**src/rtl/nor_flash_pkg.sv**
```systemverilog
package nor_flash_pkg;

  localparam logic [7:0] CMD_NOP     = 8'h00;
  localparam logic [7:0] CMD_ARRAY   = 8'hFF;
  localparam logic [7:0] CMD_PROG_A  = 8'h10;
  localparam logic [7:0] CMD_PROG_B  = 8'h40;
  localparam logic [7:0] CMD_ERASE   = 8'h20;
  localparam logic [7:0] CMD_CLEAR   = 8'h50;
  localparam logic [7:0] CMD_LOCK    = 8'h60;
  localparam logic [7:0] CMD_STATUS  = 8'h70;
  localparam logic [7:0] CMD_IDENT   = 8'h90;
  localparam logic [7:0] CMD_QUERY   = 8'h98;
  localparam logic [7:0] CMD_BUFFER  = 8'hE8;
  localparam logic [7:0] CMD_CONFIRM = 8'hD0;
  localparam logic [7:0] CMD_LOCKALT = 8'h01;

  localparam int ST_READY    = 7;
  localparam int ST_ERASEERR = 5;
  localparam int ST_PROGERR  = 4;

  typedef enum logic [1:0] {
    PH_IDLE,
    PH_ARG,
    PH_BUFDATA,
    PH_BUFCONFIRM
  } phase_e;

  typedef enum logic [1:0] {
    SRC_ARRAY,
    SRC_STATUS,
    SRC_IDENT,
    SRC_QUERY
  } rdSrc_e;

  typedef struct packed {
    logic       progEn;
    logic       eraseEn;
    rdSrc_e     rdSrc;
    logic [7:0] statusVal;
  } ctrlStrobe_t;

endpackage

```
**src/rtl/nor_flash_ctrl.sv**
```systemverilog
module nor_flash_ctrl
  import nor_flash_pkg::*;
#(
  parameter int DATA_W = 16
) (
  input  logic              clk,
  input  logic              rstN,
  input  logic              wrEn,
  input  logic [DATA_W-1:0] wrData,
  input  logic              roIn,
  output ctrlStrobe_t       strobe
);

  phase_e            phase, phaseNext;
  logic [7:0]        cmdReg, cmdNext;
  logic [7:0]        status, statusNext;
  logic [DATA_W-1:0] count, countNext;
  logic              progEn, eraseEn;
  logic [7:0]        cmdByte;
  rdSrc_e            rdSrc;

  assign cmdByte = wrData[7:0];

  always_comb begin
    phaseNext  = phase;
    cmdNext    = cmdReg;
    statusNext = status;
    countNext  = count;
    progEn     = 1'b0;
    eraseEn    = 1'b0;
    if (wrEn) begin
      unique case (phase)
        PH_IDLE: begin
          case (cmdByte)
            CMD_PROG_A, CMD_PROG_B, CMD_LOCK, CMD_QUERY: begin
              phaseNext = PH_ARG;
              cmdNext   = cmdByte;
            end
            CMD_ERASE: begin
              if (roIn) statusNext[ST_ERASEERR] = 1'b1;
              else      eraseEn = 1'b1;
              statusNext[ST_READY] = 1'b1;
              phaseNext = PH_ARG;
              cmdNext   = cmdByte;
            end
            CMD_BUFFER: begin
              statusNext[ST_READY] = 1'b1;
              phaseNext = PH_ARG;
              cmdNext   = cmdByte;
            end
            CMD_CLEAR: begin
              statusNext = 8'h00;
              phaseNext  = PH_IDLE;
              cmdNext    = CMD_NOP;
            end
            CMD_STATUS, CMD_IDENT: begin
              cmdNext = cmdByte;
            end
            default: begin
              phaseNext = PH_IDLE;
              cmdNext   = CMD_NOP;
            end
          endcase
        end
        PH_ARG: begin
          case (cmdReg)
            CMD_PROG_A, CMD_PROG_B: begin
              if (roIn) statusNext[ST_PROGERR] = 1'b1;
              else      progEn = 1'b1;
              statusNext[ST_READY] = 1'b1;
              phaseNext = PH_IDLE;
              cmdNext   = CMD_NOP;
            end
            CMD_ERASE: begin
              phaseNext = PH_IDLE;
              if (cmdByte == CMD_CONFIRM) statusNext[ST_READY] = 1'b1;
              else                        cmdNext = CMD_NOP;
            end
            CMD_LOCK: begin
              phaseNext = PH_IDLE;
              if (cmdByte == CMD_CONFIRM || cmdByte == CMD_LOCKALT)
                statusNext[ST_READY] = 1'b1;
              else
                cmdNext = CMD_NOP;
            end
            CMD_BUFFER: begin
              countNext = wrData;
              phaseNext = PH_BUFDATA;
            end
            CMD_QUERY: begin
              if (cmdByte == CMD_ARRAY) begin
                phaseNext = PH_IDLE;
                cmdNext   = CMD_NOP;
              end
            end
            default: begin
              phaseNext = PH_IDLE;
              cmdNext   = CMD_NOP;
            end
          endcase
        end
        PH_BUFDATA: begin
          if (roIn) statusNext[ST_PROGERR] = 1'b1;
          else      progEn = 1'b1;
          statusNext[ST_READY] = 1'b1;
          if (count == '0) phaseNext = PH_BUFCONFIRM;
          countNext = count - 1'b1;
        end
        PH_BUFCONFIRM: begin
          phaseNext = PH_IDLE;
          if (cmdByte == CMD_CONFIRM) statusNext[ST_READY] = 1'b1;
          else                        cmdNext = CMD_NOP;
        end
        default: begin
          phaseNext = PH_IDLE;
          cmdNext   = CMD_NOP;
        end
      endcase
    end
  end

  always_ff @(posedge clk or negedge rstN) begin
    if (!rstN) begin
      phase  <= PH_IDLE;
      cmdReg <= CMD_NOP;
      status <= 8'h00;
      count  <= '0;
    end else begin
      phase  <= phaseNext;
      cmdReg <= cmdNext;
      status <= statusNext;
      count  <= countNext;
    end
  end

  always_comb begin
    case (cmdReg)
      CMD_ERASE, CMD_CLEAR, CMD_LOCK, CMD_STATUS, CMD_BUFFER: rdSrc = SRC_STATUS;
      CMD_IDENT: rdSrc = SRC_IDENT;
      CMD_QUERY: rdSrc = SRC_QUERY;
      default:   rdSrc = SRC_ARRAY;
    endcase
  end

  assign strobe.progEn    = progEn;
  assign strobe.eraseEn   = eraseEn;
  assign strobe.rdSrc     = rdSrc;
  assign strobe.statusVal = status;

endmodule

```
**src/rtl/nor_flash_dp.sv**
```systemverilog
module nor_flash_dp
  import nor_flash_pkg::*;
#(
  parameter int              DATA_W       = 16,
  parameter int              ADDR_W       = 7,
  parameter int              SECTOR_BYTES = 16,
  parameter logic [15:0]     MFR_CODE     = 16'h0089,
  parameter logic [15:0]     DEV_CODE     = 16'h0018
) (
  input  logic              clk,
  input  logic              rstN,
  input  logic [ADDR_W-1:0] addr,
  input  logic [DATA_W-1:0] wrData,
  input  logic              rdEn,
  input  ctrlStrobe_t       strobe,
  output logic [DATA_W-1:0] rdData
);

  localparam int BYTES       = DATA_W / 8;
  localparam int BYTE_SHIFT  = $clog2(BYTES);
  localparam int WORDS       = (2 ** ADDR_W) / BYTES;
  localparam int WIDX_W      = ADDR_W - BYTE_SHIFT;
  localparam int SECT_SHIFT  = $clog2(SECTOR_BYTES);
  localparam int SECT_WSHIFT = SECT_SHIFT - BYTE_SHIFT;
  localparam int SECT_W      = ADDR_W - SECT_SHIFT;
  localparam int BLOCKS      = (2 ** ADDR_W) / SECTOR_BYTES;
  localparam int QRY_LEN     = 49;

  logic [DATA_W-1:0] mem [WORDS];
  logic [WIDX_W-1:0] wordIdx;
  logic [SECT_W-1:0] sectIdx;
  logic [7:0]        lowByte;
  logic [7:0]        tblIdx;

  assign wordIdx = addr[ADDR_W-1:BYTE_SHIFT];
  assign sectIdx = addr[ADDR_W-1:SECT_SHIFT];

  generate
    if (ADDR_W >= 8) begin : g_lowWide
      assign lowByte = addr[7:0];
    end else begin : g_lowNarrow
      assign lowByte = {{(8 - ADDR_W){1'b0}}, addr};
    end
  endgenerate

  assign tblIdx = lowByte >> BYTE_SHIFT;

  generate
    for (genvar w = 0; w < WORDS; w++) begin : g_word
      localparam logic [WIDX_W-1:0] MY_IDX  = WIDX_W'(w);
      localparam logic [SECT_W-1:0] MY_SECT = SECT_W'(w >> SECT_WSHIFT);
      always_ff @(posedge clk or negedge rstN) begin
        if (!rstN) begin
          mem[w] <= '1;
        end else if (strobe.progEn && wordIdx == MY_IDX) begin
          mem[w] <= wrData;
        end else if (strobe.eraseEn && sectIdx == MY_SECT) begin
          mem[w] <= '1;
        end
      end
    end
  endgenerate

  function automatic logic [7:0] queryByte(input logic [7:0] idx);
    logic [7:0] val;
    case (idx)
      8'h10:   val = 8'h51;
      8'h11:   val = 8'h52;
      8'h12:   val = 8'h59;
      8'h13:   val = 8'h01;
      8'h27:   val = 8'(ADDR_W);
      8'h2C:   val = 8'h01;
      8'h2D:   val = 8'(BLOCKS - 1);
      8'h2E:   val = 8'((BLOCKS - 1) >> 8);
      8'h2F:   val = 8'(SECTOR_BYTES >> 8);
      8'h30:   val = 8'(SECTOR_BYTES >> 16);
      default: val = 8'h00;
    endcase
    if (idx >= 8'(QRY_LEN)) val = 8'h00;
    return val;
  endfunction

  logic [DATA_W-1:0] rdNext;

  always_comb begin
    unique case (strobe.rdSrc)
      SRC_ARRAY:  rdNext = mem[wordIdx];
      SRC_STATUS: rdNext = DATA_W'(strobe.statusVal);
      SRC_IDENT: begin
        if (tblIdx == 8'd0)      rdNext = DATA_W'(MFR_CODE);
        else if (tblIdx == 8'd1) rdNext = DATA_W'(DEV_CODE);
        else                     rdNext = '0;
      end
      SRC_QUERY:  rdNext = DATA_W'(queryByte(tblIdx));
      default:    rdNext = mem[wordIdx];
    endcase
  end

  always_ff @(posedge clk or negedge rstN) begin
    if (!rstN)     rdData <= '0;
    else if (rdEn) rdData <= rdNext;
  end

endmodule

```
**src/rtl/nor_flash_cmd.sv**
```systemverilog
module nor_flash_cmd
  import nor_flash_pkg::*;
#(
  parameter int          DATA_W       = 16,
  parameter int          ADDR_W       = 7,
  parameter int          SECTOR_BYTES = 16,
  parameter logic [15:0] MFR_CODE     = 16'h0089,
  parameter logic [15:0] DEV_CODE     = 16'h0018
) (
  input  logic              clk,
  input  logic              rstN,
  input  logic [ADDR_W-1:0] addr,
  input  logic              wrEn,
  input  logic [DATA_W-1:0] wrData,
  input  logic              rdEn,
  input  logic              roIn,
  output logic [DATA_W-1:0] rdData
);

  ctrlStrobe_t ctrlStrobe;

  nor_flash_ctrl #(.DATA_W(DATA_W)) ctrlInst (
    .clk    (clk),
    .rstN   (rstN),
    .wrEn   (wrEn),
    .wrData (wrData),
    .roIn   (roIn),
    .strobe (ctrlStrobe)
  );

  nor_flash_dp #(
    .DATA_W       (DATA_W),
    .ADDR_W       (ADDR_W),
    .SECTOR_BYTES (SECTOR_BYTES),
    .MFR_CODE     (MFR_CODE),
    .DEV_CODE     (DEV_CODE)
  ) dpInst (
    .clk    (clk),
    .rstN   (rstN),
    .addr   (addr),
    .wrData (wrData),
    .rdEn   (rdEn),
    .strobe (ctrlStrobe),
    .rdData (rdData)
  );

endmodule

```
**config.mk**
```make
export PLATFORM = sky130hd
export DESIGN_NAME = nor_flash_cmd
export DESIGN_NICKNAME = d
export VERILOG_FILES = /design/src/rtl/nor_flash_pkg.sv /design/src/rtl/nor_flash_ctrl.sv /design/src/rtl/nor_flash_dp.sv /design/src/rtl/nor_flash_cmd.sv
export SDC_FILE = /design/constraint.sdc
export NUM_CORES = 2
export LEC_CHECK = 0
export ABC_AREA = 1
export BUFFER_PORTS_ARGS = -buffer_cell sky130_fd_sc_hd__buf_2
export CORE_AREA = 2 2 393 395
export DETAILED_ROUTE_END_ITERATION = 16
export DIE_AREA = 0 0 395 397
export PLACE_DENSITY = 0.47
export SETUP_SLACK_MARGIN = 0.5
export SKIP_CTS_REPAIR_TIMING = 1
export SLEW_MARGIN = 20
export SYNTH_ARGS = -nofsm -noshare
export SYNTH_HDL_FRONTEND = slang
export SYNTH_HIERARCHICAL = 1
export SYNTH_SLANG_ARGS = --single-unit
```
**constraint.sdc**
```tcl
create_clock -name clk -period 4 [get_ports clk]
set_input_delay 0 -clock clk [delete_from_list [all_inputs] [get_ports clk]]
set_output_delay 0 -clock clk [all_outputs]
set_load 0.005 [all_outputs]
```
* Word level (Yosys, flattened, before mapping)
Cells that the tools add are included.
Storage, ports and cells: output and inout port bits 16, word-level logic and storage cells 457, bits of input ports 28, memories kept 0, ROM bits 0, bits in latches 0, bits in registers 1069, bits in writable memories 0
Cells by class: $add $sub $neg 1, muxes and demuxes 112, divide/modulo/power cells 0, equality and inequality tests 109, shifts and indexed selects 0, $mul 0, reduce and logical (&&, ||, !) cells 161, bitwise logic cells 1, magnitude comparators 2
Operators with widths (number):
- $mux W16 | 76
- $eq A6 B6 Y1 const B | 32
- $reduce_bool A2 Y1 | 66
- $bmux W16 S6 | 1
- $eq A6 B5 Y1 const B | 16
- $logic_and A1 B1 Y1 | 72
- $eq A8 B7 Y1 const B | 8
- $eq A8 B8 Y1 const B | 8
- $pmux W16 S4 | 1
- $eq A6 B4 Y1 const B | 8
- $pmux W7 S5 | 1
- $mux W8 | 4
- $pmux W16 S2 | 1
- $pmux W8 S4 | 1
- $eq A6 B3 Y1 const B | 4
- $pmux W8 S3 | 1
- $eq A8 B5 Y1 const B | 2
- $eq A8 B6 Y1 const B | 2
- $logic_not A16 Y1 | 1
- $reduce_and A4 Y1 | 4
- $sub A16 B1 Y16 const B | 1
- $eq A3 B3 Y1 const B | 4
- $eq A6 B2 Y1 const B | 2
- $mux W1 | 11
- 35 further kinds | 59

* Depth between registers and ports, before layout
depth after elaboration 7, mapped depth 17

* Cells and area by module
Netlist, hierarchy kept.
By module, submodules not included:
- nor_flash_dp | cells an instance 6130, instances 1, area each 50561.0 um^2
- nor_flash_ctrl | cells an instance 402, instances 1, area each 2467.4 um^2

* Worst setup path after synthesis
Ideal clock, no wire load.
kind register -> register, start register ctrlInst.phase[0], end register dpInst/mem[11] (netlist bit), arrival time 2309 ps, stages on the path, launching flop included 15, slack 1599 ps, buffers on the path 5, path through dfrtp_1 -> inv_1 -> ha_1 -> inv_1 -> clkbuf_8 -> a21oi_1 -> buf_4 -> inv_1 -> nor2_2 -> inv_2 -> buf_4 -> nor2_1 -> buf_2 -> buf_2 -> a21oi_1
On the way: word-level cells in the longest chain between the ends 5
Ends and longest elaborated chain:
- start, declared | RTL line nor_flash_ctrl.sv:14 | phase_e phase, phaseNext;
- start signal, assigned | RTL line nor_flash_ctrl.sv:129 | phase <= phaseNext;
- $eq A2 B2 Y1 or $eq A2 B1 Y1 (tied branches) | RTL line nor_flash_ctrl.sv:32 | unique case (phase)
- $pmux W1 S2 * | RTL line nor_flash_ctrl.sv:32
- $mux W1 * | RTL line nor_flash_ctrl.sv:31 | if (wrEn) begin
- net ctrlInst.progEn | RTL line nor_flash_ctrl.sv:18 | logic progEn, eraseEn;
- $logic_and A1 B1 Y1 * | RTL line nor_flash_dp.sv:55 | end else if (strobe.progEn && wordIdx == MY_IDX) begin
- $mux W16 or $reduce_bool A2 Y1 (tied branches)
- end signal, assigned by index | RTL line nor_flash_dp.sv:56 | mem[w] <= wrData;
- end, declared | RTL line nor_flash_dp.sv:29 | logic [DATA_W-1:0] mem [WORDS];
Mark *: on every way through the listed nets, which the timed path passes. The rest lies on a longest branch. A chain may end at the register's enable or synchronous reset.

==> flow_summary.json <==
{
  "status": "finished with violations",
  "violations": "hold timing",
  "leakage_nw": 28.49,
  "tightestPinTransition_ns": 1.191,
  "drive_gt1_share_pct": 24.37,
  "grt_pass1_wl_um": 294600,
  "critical_path_class": "reg2reg",
  "die_area_um2": 156800,
  "core_area_um2": 153000,
  "io_pins": 44,
  "clockBufferDepth": 3,
  "cp.arrival_ns": 3.98,
  "multi_input_area_um2": 20510,
  "max_slew_margin_pct": 20.63,
  "grt-ovfl-total": 0,
  "detail-route-antenna-nets": 0,
  "crit_path_start_kind": "flip-flop",
  "netlist.top_cell.by_area": "dfstp_2",
  "htree_num_levels": 4,
  "port_buffers": 42,
  "finalCoreUtilization_pct": 39.15,
  "max_stage_delay_ns": 0.88,
  "whs_ns": -0.03662,
  "path_max_fanout": 14,
  "synth-main-ff-cell": "dfstp_2",
  "synth_common_cells": "nand2_1 (1637), dfstp_2 (1024), a21oi_1 (619)",
  "grt_setup_unrepaired": "yes",
  "start_util_pct": 34.67,
  "ys_types": 39,
  "cts_root_buf": "clkbuf_16",
  "peakVddDrop_v": 0.0004796,
  "cts_num_sinks": 1069,
  "gr-usage-all-layers_pct": 24.88,
  "post-dp-hpwl_um": 124000,
  "finalCriticalPeriod_ns": 3.338,
  "skew_ns": 0.02642,
  "fin_nets": 6457,
  "hold_viol_final": 8,
  "yosysMostFrequentCell": "nand2_1",
  "antenna_found_initial": 6,
  "synth_edf_count": 0,
  "netlist_area_um2": 53030,
  "maxCapViolations": 0,
  "synth_top_area_share_pct": 50.74,
  "seq_area_um2": 28030,
  "powerDensity_nw_per_um2": 411.2,
  "cts_buffers": 131,
  "clk_latency_ns": 0.77,
  "setup_viol_count_final": 0,
  "nFillCells": 15780,
  "slew_viol_final": 0,
  "avgSynthCellArea_um2": 8.118,
  "drtIter0Drc": 3972,
  "fin_tns_setup_ns": 0,
  "cts.reportedPaths.clkPinSlew_ns": 0.06,
  "routed_wl_um": 197700,
  "cts_tree": "built",
  "synthCells": 6532,
  "grt_pass1_vias": 43340,
  "path_cells": "inv_1 > ha_1 > nand3_1 > a21oi_1 > inv_1 > nor2_2 > inv_2 > nor2_1 > nor2_1 > a22oi_1",
  "ys_ff_latch": 1069,
  "dr.pass1.iters": 6,
  "synth_area_leaders": "dfstp_2 (51%), nand2_1 (12%), a21oi_1 (5.8%)",
  "wl_per_cell_um": 23.08,
  "crit_required_ns": 4.64,
  "syn2layout_area_growth_pct": 12.94,
  "hold_class": "in2reg",
  "synth_warnings": 6,
  "viasPerCell": 5.234,
  "dieWidth_um": 395,
  "num_vias": 44840,
  "grt_max_degree": 131,
  "drc_errors": 0,
  "slowest_stage": "nor2_1",
  "synth-async-reset-ratio_pct": 100.0,
  "yosysSeqAreaShare_pct": 52.86,
  "rows": 144,
  "die-height_um": 397,
  "max_clock_freq_mhz": 299.6,
  "cp-end-kind": "flip-flop",
  "gp_congestion": 0.8892,
  "finalCritPeriodShare_pct": 83.45
}
-- per-stage QoR --
step | cell area [um^2] | instances | worst slack, ns | total power, mW | hold slack (ns)
global route | 59880 | 8564 | 0.4858 | 25.51 | 0.004999
finish | 59890 | 8567 | 0.6620 | 24.63 | -0.03662
floorplan | 53040 | 6536 | 1.599 | 12.08 | -0.2956
CTS | 59600 | 8536 | 0.6200 | 24.91 | -0.5265
detailed placement | 55470 | 8306 | 0.5452 | 13.16 | 0.3099
global placement | 55470 | 8306 | 0.5706 | 13.16 | 0.3041
-- power by group --
group	switching, mW	leakage [nW]	total, mW	internal (mW)
clock	4.79	2.03	11.6	6.79
sequential	0.0927	11.2	11.1	11.0
combinational	1.54	15.2	1.96	0.420
total	6.42	28.5	24.6	18.2
-- state kept, by name (all words and copies together) (netlist names), named ones only --
name             count
dpInst/mem        1024
ctrlInst/count      16
dpInst/rdData       16
ctrlInst/cmdReg      8
ctrlInst/status      3
ctrlInst/phase       1
-- worst paths after layout --
path | slack, ns | to | cells past startpoint | start
worst max-delay path | 0.66 | dpInst/mem[178] | 10 | flip-flop
worst min-delay path | -0.04 | dpInst/mem[324] | 5 | addr[4]
min in group asynchronous | 0.08 | dpInst/mem[441] | 2 | rstN
worst min register to register | 0.47 | dpInst/mem[652] | 2 | dpInst/mem[652]
max in group asynchronous | 2.80 | ctrlInst/cmdReg[2] | 3 | rstN
worst max register to register | 0.66 | dpInst/mem[178] | 10 | flip-flop
-- metal layers --
layer | global-route usage [%] | routed length (um) | vias up
li1 | - | - | 21130
met1 | 35.40 | 91480 | 22270
met2 | 39.38 | 90730 | 1192
met3 | 3.395 | 9969 | 246
met4 | 7.306 | 5567 | 0
met5 | 0 | 0 | -
-- critical path: cells and delay by family, from the launching register on --
kind,cells,cell delay [ns]
AND/OR/NAND/NOR,4,1.31
AO/OA/AOI/OAI,2,0.32
buffers and inverters,3,0.87
flip-flops,1,0.39
adder cells (fa/ha/maj),1,0.31
-- cell usage in the layout, fill, tap and decap left out, types with 27 or more instances in the layout --
cell type,netlist,final
buf_4,10,169
nand2_1,1637,1635
a21oi_1,619,619
inv_1,597,580
dlygate4sd3_1,0,27
dfrtp_1,45,45
inv_2,24,28
clkbuf_8,1,31
a22oi_1,410,410
nand3_1,73,73
nand4_1,34,34
clkbuf_1,221,39
nor2_1,582,551
clkbuf_16,0,134
nor2_2,29,49
dfstp_2,1024,1024
o22ai_1,96,96
nor3_1,524,524
o21ai_0,262,262
buf_2,232,39
-- final cells by class --
cell class / instances / area share [%]
antenna: 3 / 0.01254
clock buffer: 204 / 6.556
clock inverter: 26 / 0.3364
inverter: 622 / 3.940
multi-input combinational: 4335 / 34.24
sequential: 1069 / 46.81
tap: 2044 / 4.270
timing repair buffer: 264 / 3.834
-- cells by family after synthesis --
logic type               share of synthesized area (%)
AND/OR/NAND/NOR                                  22.54
AO/OA/AOI/OAI                                    15.58
buffers and inverters                            8.782
flip-flops                                       52.86
adder cells (fa/ha/maj)                         0.1416
XOR/XNOR                                       0.06608
other                                         0.007072
multiplexers                                   0.01888
(Power assumes the default switching activity.)
